### src/rtl/nand_tcalc_pkg.sv
package nand_tcalc_pkg;
  typedef enum logic [1:0] {CLK_SLOW = 2'd0, CLK_MID = 2'd1, CLK_FAST = 2'd2} clk_mode_e;
  typedef enum logic [1:0] {ST_IDLE, ST_LAUNCH, ST_WAIT} seq_e;
  typedef enum logic [2:0] {J_ALS = 3'd0, J_DS = 3'd1, J_DH = 3'd2, J_BUSY = 3'd3, J_DLY = 3'd4} job_e;
endpackage

### src/rtl/nand_tcalc_div.sv
module nand_tcalc_div #(
  parameter int NW = 36,
  parameter int DW = 32
) (
  input  logic          clk,
  input  logic          rst_n,
  input  logic          start,
  input  logic [NW-1:0] num,
  input  logic [DW-1:0] den,
  output logic          done,
  output logic [DW-1:0] quo,
  output logic [NW-1:0] rem
);
  localparam int CW = $clog2(NW + 1);

  logic [NW-1:0] acc, q;
  logic [CW-1:0] cnt;
  logic          run;
  logic [NW-1:0] shifted, den_ext;
  logic          fits;

  always_comb begin
    shifted = {acc[NW-2:0], q[NW-1]};
    den_ext = NW'(den);
    fits    = (shifted >= den_ext);
  end

  always_ff @(posedge clk or negedge rst_n) begin
    if (!rst_n) begin
      acc  <= '0;
      q    <= '0;
      cnt  <= '0;
      run  <= 1'b0;
      done <= 1'b0;
    end else if (start && !run) begin
      acc  <= '0;
      q    <= num;
      cnt  <= CW'(NW);
      run  <= 1'b1;
      done <= 1'b0;
    end else if (run) begin
      acc <= fits ? (shifted - den_ext) : shifted;
      q   <= {q[NW-2:0], fits};
      cnt <= cnt - CW'(1);
      if (cnt == CW'(1)) begin
        run  <= 1'b0;
        done <= 1'b1;
      end
    end else begin
      done <= 1'b0;
    end
  end

  assign quo = q[DW-1:0];
  assign rem = acc;
endmodule

### src/rtl/nand_tcalc_mode.sv
module nand_tcalc_mode
  import nand_tcalc_pkg::*;
#(
  parameter int DW            = 32,
  parameter int SLOW_HZ       = 22000000,
  parameter int MID_HZ        = 80000000,
  parameter int FAST_HZ       = 100000000,
  parameter int SLOW_TRC_PS   = 30000,
  parameter int MID_TRC_PS    = 25000,
  parameter int DLL_THRESH_PS = 16000
) (
  input  logic [DW-1:0] trc_ps,
  output clk_mode_e     mode,
  output logic [DW-1:0] period,
  output logic [DW-1:0] ref_period,
  output logic          half,
  output logic          wdly
);
  localparam logic [63:0] PS_PER_SEC = 64'd1000000000000;
  localparam logic [DW-1:0] PER_SLOW = DW'(PS_PER_SEC / 64'(SLOW_HZ));
  localparam logic [DW-1:0] PER_MID  = DW'(PS_PER_SEC / 64'(MID_HZ));
  localparam logic [DW-1:0] PER_FAST = DW'(PS_PER_SEC / 64'(FAST_HZ));

  always_comb begin
    if (trc_ps >= DW'(SLOW_TRC_PS)) begin
      mode = CLK_SLOW; period = PER_SLOW; wdly = 1'b1;
    end else if (trc_ps >= DW'(MID_TRC_PS)) begin
      mode = CLK_MID;  period = PER_MID;  wdly = 1'b0;
    end else begin
      mode = CLK_FAST; period = PER_FAST; wdly = 1'b0;
    end
    half       = (period > DW'(DLL_THRESH_PS));
    ref_period = half ? (period >> 1) : period;
  end
endmodule

### src/rtl/nand_tcalc.sv
module nand_tcalc
  import nand_tcalc_pkg::*;
#(
  parameter int DW             = 32,
  parameter int SLOW_HZ        = 22000000,
  parameter int MID_HZ         = 80000000,
  parameter int FAST_HZ        = 100000000,
  parameter int SLOW_TRC_PS    = 30000,
  parameter int MID_TRC_PS     = 25000,
  parameter int DLL_THRESH_PS  = 16000,
  parameter int READ_MARGIN_PS = 4000,
  parameter int BUSY_SHIFT     = 12
) (
  input  logic          clk,
  input  logic          rst_n,
  input  logic          start,
  input  logic [DW-1:0] trc_min_ps,
  input  logic [DW-1:0] tals_ps,
  input  logic [DW-1:0] tds_ps,
  input  logic [DW-1:0] tdh_ps,
  input  logic [DW-1:0] twb_ps,
  input  logic [DW-1:0] tr_ps,
  input  logic [DW-1:0] trea_ps,
  output logic          busy,
  output logic          done,
  output logic [1:0]    clk_sel,
  output logic          wstrobe_dly,
  output logic [DW-1:0] addr_cyc,
  output logic [DW-1:0] dsetup_cyc,
  output logic [DW-1:0] dhold_cyc,
  output logic [DW-1:0] busy_tmo,
  output logic          half_per,
  output logic          dll_en,
  output logic [DW-1:0] rdn_factor
);
  localparam int NW = DW + 4;

  seq_e st;
  job_e job;
  logic [DW-1:0] l_trc, l_tals, l_tds, l_tdh, l_twb, l_tr, l_trea;
  logic [DW-1:0] w_als, w_ds, w_dh, w_busy;

  clk_mode_e     mode;
  logic [DW-1:0] period, ref_period;
  logic          half, wdly;

  nand_tcalc_mode #(
    .DW(DW), .SLOW_HZ(SLOW_HZ), .MID_HZ(MID_HZ), .FAST_HZ(FAST_HZ),
    .SLOW_TRC_PS(SLOW_TRC_PS), .MID_TRC_PS(MID_TRC_PS), .DLL_THRESH_PS(DLL_THRESH_PS)
  ) u_mode (
    .trc_ps(l_trc), .mode(mode), .period(period), .ref_period(ref_period),
    .half(half), .wdly(wdly)
  );

  logic          div_start, div_done;
  logic [NW-1:0] div_num, div_rem;
  logic [DW-1:0] div_den, div_quo, ceil_q;
  logic [63:0]   pulse_ps, budget_ps, slack_ps;
  logic [NW-1:0] dly_num;

  always_comb begin
    pulse_ps  = 64'(w_ds) * 64'(period);
    budget_ps = 64'(l_trea) + 64'(READ_MARGIN_PS);
    slack_ps  = budget_ps - pulse_ps;
    dly_num   = (budget_ps > pulse_ps) ? NW'(slack_ps << 3) : '0;
    case (job)
      J_ALS:   div_num = NW'(l_tals);
      J_DS:    div_num = NW'(l_tds);
      J_DH:    div_num = NW'(l_tdh);
      J_BUSY:  div_num = NW'(l_twb) + NW'(l_tr);
      default: div_num = dly_num;
    endcase
    div_den   = (job == J_DLY) ? ref_period : period;
    div_start = (st == ST_LAUNCH);
    ceil_q    = div_quo + DW'(div_rem != '0);
  end

  nand_tcalc_div #(.NW(NW), .DW(DW)) u_div (
    .clk(clk), .rst_n(rst_n), .start(div_start), .num(div_num), .den(div_den),
    .done(div_done), .quo(div_quo), .rem(div_rem)
  );

  always_ff @(posedge clk or negedge rst_n) begin
    if (!rst_n) begin
      st <= ST_IDLE; job <= J_ALS;
      {l_trc, l_tals, l_tds, l_tdh, l_twb, l_tr, l_trea} <= '0;
      {w_als, w_ds, w_dh, w_busy} <= '0;
      busy <= 1'b0; done <= 1'b0;
      clk_sel <= '0; wstrobe_dly <= 1'b0;
      addr_cyc <= '0; dsetup_cyc <= '0; dhold_cyc <= '0; busy_tmo <= '0;
      half_per <= 1'b0; dll_en <= 1'b0; rdn_factor <= '0;
    end else begin
      done <= 1'b0;
      case (st)
        ST_IDLE: if (start) begin
          l_trc <= trc_min_ps; l_tals <= tals_ps; l_tds <= tds_ps; l_tdh <= tdh_ps;
          l_twb <= twb_ps; l_tr <= tr_ps; l_trea <= trea_ps;
          job  <= J_ALS;
          st   <= ST_LAUNCH;
          busy <= 1'b1;
        end
        ST_LAUNCH: st <= ST_WAIT;
        default: if (div_done) begin
          case (job)
            J_ALS:  w_als  <= ceil_q;
            J_DS:   w_ds   <= ceil_q;
            J_DH:   w_dh   <= ceil_q;
            J_BUSY: w_busy <= ceil_q;
            default: ;
          endcase
          if (job == J_DLY) begin
            clk_sel     <= mode;
            wstrobe_dly <= wdly;
            addr_cyc    <= w_als;
            dsetup_cyc  <= w_ds;
            dhold_cyc   <= w_dh;
            busy_tmo    <= w_busy << BUSY_SHIFT;
            rdn_factor  <= div_quo;
            dll_en      <= (div_quo != '0);
            half_per    <= half && (div_quo != '0);
            done        <= 1'b1;
            busy        <= 1'b0;
            st          <= ST_IDLE;
          end else begin
            job <= job_e'(job + 3'd1);
            st  <= ST_LAUNCH;
          end
        end
      endcase
    end
  end
endmodule

### config.mk
export PLATFORM = sky130hd
export DESIGN_NAME = nand_tcalc
export DESIGN_NICKNAME = d
export VERILOG_FILES = /design/src/rtl/nand_tcalc_pkg.sv /design/src/rtl/nand_tcalc_div.sv /design/src/rtl/nand_tcalc_mode.sv /design/src/rtl/nand_tcalc.sv
export SDC_FILE = /design/constraint.sdc
export NUM_CORES = 2
export LEC_CHECK = 0
export ABC_AREA = 1
export BUFFER_PORTS_ARGS = -buffer_cell sky130_fd_sc_hd__buf_4
export CORE_MARGIN = 4
export CORE_UTILIZATION = 54
export DETAILED_ROUTE_END_ITERATION = 8
export GPL_TIMING_DRIVEN = 0
export PLACE_DENSITY = 0.82
export SLEW_MARGIN = 15
export SYNTH_ARGS = -nofsm -noshare
export SYNTH_HDL_FRONTEND = slang
export SYNTH_SLANG_ARGS = --single-unit
### constraint.sdc
create_clock -name clk -period 12.5 [get_ports clk]
set_clock_uncertainty 0.15 [all_clocks]
set_input_delay 2.5 -clock clk [delete_from_list [all_inputs] [get_ports clk]]
set_output_delay 2.5 -clock clk [all_outputs]
set_load 0.02 [all_outputs]
==> results.yml <==
power_and_ir_drop:
  power_mw: 3.867
  leakage_nw: 28.58
  pwr_density_cell_mw_per_mm2: 76.26
  ir_drop_uv: 111.3
layout:
  areaGrowthSynthToFinish_pct: 14.50
  drive_above_1_share_pct: 13.63
  final_nets: 6637
  multi_input_area_mm2: 0.02581
  post-route-cell-area_mm2: 0.05071
  seqCellArea_mm2: 0.01444
  fillCellCount: 6850
  utilization_pct: 62.65
hold_path:
  hp-class: "reg2reg"
  hold_start: "w_als[3]$_DFFE_PN0P_"
  hold_end: "addr_cyc[3]$_DFFE_PN0P_"
  hold_depth: 2
die:
  die-width_um: 294.4
  rows: 104
  initial_core_util_pct: 54.72
  fp.dieArea_mm2: 0.08666
  core_area_mm2: 0.08094
  io_pins: 394
  dieHeight_um: 294.4
clock_network:
  path_clk_slew_ns: 0.06
  clockBufferDepth: 3
  postCtsSetupRepairBufs: 0
  root_buffer: "clkbuf_16"
  numCtsBuffers: 60
  htreeDepth: 2
  cts_num_sinks: 577
  post_cts_resized: 0
  postCtsHoldBufs: 0
  clock_latency_ns: 0.68
  cts_tree: "built"
timing:
  fmax_mhz: 84.03
  fin_ws_ns: 0.5998
  relSlewSlack_pct: 22.26
  setup_viol: 0
  report.final.hold_viol_count: 0
  drv_slew: 0
  fin_crit_sh_pct: 95.20
  tns_ns: 0
  rsz0062_at_grt: "false"
  post-route-min-period_ns: 11.90
  tightest_slew_ns: 1.166
synthesis:
  synth-main-ff-cell: "dfrtp_1"
  ys_types: 61
  ys.warnings.count: 0
  async_reset_ff_share_pct: 100.0
  ys_ff_latch: 577
  synth.avg_cell_area_um2: 8.407
  synth-seq-area-share_pct: 32.60
  synth_cells: 5268
  syn-cell-area_mm2: 0.04429
  synth_edf_count: 0
critical_path:
  rr_endpoint: "u_div.q[32]$_DFFE_PN0P_"
  crit_path_frequent_cell: "nand2_1"
  max_stage_delay_ns: 0.70
  crit_slowest_cell: "nand2_1"
  worstRegToRegCells: 49
  cp.arrival_ns: 12.37
  r2r-start: "l_trc[28]$_DFFE_PN0P_"
  cp-end-kind: "register"
  crit_required_ns: 12.97
  r2r_slack_ns: 0.60
  worst_setup_path_start_kind: "register"
  criticalPathCategory: "reg2reg"
  path_max_fanout: 10
route:
  vias: 38740
  drt_iter0_markers: 3848
  highest_layer: "met5"
  dr_wl_met3_um: 12850
  post-route-drc-count: 0
  met1_length_um: 58850
  avgRoutedWirePerCell_um: 22.10
  viasPerCell: 5.667
  drt-pass1-iter-count: 6
  ant_nets: 0
  wl_met2_um: 69490
  wl_um: 151100
placement:
  placed_cell_area_mm2: 0.04867
  gp_congestion: 1.024
  hpwlAfterDp_um: 123500
  pre_cts_ws_ns: 0.9731
  io_buffers: 378
global_route:
  grt_max_degree: 108
  grt.total_usage_pct: 34.58
  antenna_found_initial: 2
  grt-ovfl-total: 0
  grt_pass1_vias: 39140
  grt_pass1_wl_um: 228400
run:
  cap_violations: 0
outcome:
  status: "finished clean"
[sequential cells by signal, summed over array words and instances (netlist names), 6 cells and up]
signal / flops
l_tdh: 32
l_tals: 32
w_busy: 20
l_twb: 32
l_tds: 32
dhold_cyc: 32
dsetup_cyc: 32
l_trc: 29
u_div.cnt: 6
w_als: 32
busy_tmo: 20
w_dh: 32
l_trea: 32
rdn_factor: 32
w_ds: 32
addr_cyc: 32
u_div.rem: 36
u_div.q: 36
l_tr: 32
[worst max-delay path by stage]
stage                               start                      end  slack [ns]
finish              l_trc[28]$_DFFE_PN0P_  u_div.q[32]$_DFFE_PN0P_        0.60
global route        l_trc[28]$_DFFE_PN0P_  u_div.q[32]$_DFFE_PN0P_        0.11
CTS                 l_trc[28]$_DFFE_PN0P_  u_div.q[26]$_DFFE_PN0P_        0.92
detailed placement  l_trc[28]$_DFFE_PN0P_  u_div.q[26]$_DFFE_PN0P_        0.97
global placement    l_trc[28]$_DFFE_PN0P_  u_div.q[26]$_DFFE_PN0P_        1.03
floorplan           l_trc[28]$_DFFE_PN0P_  u_div.q[10]$_DFFE_PN0P_        3.52
[logic make-up after synthesis]
kind of cell	after synthesis	share of synthesized area [%]
and+or+nand+nor	1904	17.85
buffers and inverters	1070	9.221
AOI/OAI and AO/OA	712	9.086
adders and majority gates	684	23.83
DFF	577	32.60
muxes	188	4.780
xor gates and xnor gates	131	2.608
other	2	0.01696
[where the power goes]
part           internal [mW]  leakage, nW  switching, mW
clock                   1.05        0.992          0.804
sequential              1.87         7.81        0.00408
combinational         0.0625         19.8         0.0793
total                   2.98         28.6          0.887
[cell usage in the layout, fill, tap and decap left out, types with 159 or more instances in the layout]
master,Yosys,routed
buf_4,12,389
o21ai_0,342,342
ha_1,418,418
clkbuf_1,144,159
fa_1,266,266
inv_1,867,867
a21oi_1,224,224
dfrtp_1,577,577
nand2_1,1205,1205
nor2_1,360,360
mux2_2,188,188
[Yosys cell counts (11+ instances only)]
library cell / n / area share [%]
a21o_1: 11 / 0.19
a21oi_1: 224 / 2.5
buf_1: 15 / 0.13
buf_4: 12 / 0.20
clkbuf_1: 144 / 1.2
dfrtp_1: 577 / 33
fa_1: 266 / 12
ha_1: 418 / 12
inv_1: 867 / 7.3
inv_2: 21 / 0.18
mux2_2: 188 / 4.8
nand2_1: 1205 / 10
nand2_2: 13 / 0.18
nand3_1: 142 / 1.6
nand3_2: 12 / 0.27
nand4_1: 46 / 0.65
nor2_1: 360 / 3.1
nor2_2: 18 / 0.25
nor3_1: 52 / 0.59
nor4_1: 24 / 0.34
o21ai_0: 342 / 3.9
o21bai_1: 21 / 0.36
o22ai_1: 22 / 0.31
xnor2_1: 54 / 1.1
xor2_1: 76 / 1.5
[area by class of cell]
type / count / area share [%]
antenna: 2 / 0.009870
buffer: 179 / 1.458
clock buffer: 87 / 3.398
clock inverter: 23 / 0.6119
inverter: 891 / 6.596
multi-input combinational: 3633 / 50.90
sequential: 577 / 28.47
tap: 1060 / 2.616
timing repair buffer: 384 / 5.937
[per-layer routing]
metal	track usage (%)	vias to the layer above
li1	-	17660
met1	43.90	18580
met2	56.41	2009
met3	6.706	490
met4	18.33	2
met5	0	-
[through the flow]
step	instances	hold WS, ns
after floorplan	5280	0.2922
after global placement	6718	0.3049
after detailed placement	6724	0.3083
after CTS	6834	0.3211
after global routing	6834	0.3452
final	6836	0.3225
[worst max-delay path, delay by kind of cell, from the launching register on]
family | cells | cell delay (ns)
compound gates | 2 | 0.58
simple gates | 24 | 3.86
buf+inv | 12 | 1.91
fa+ha+maj | 10 | 4.73
xor+xnor | 1 | 0.22
flops | 1 | 0.37
Note: power is estimated with default switching activity, not from simulation.
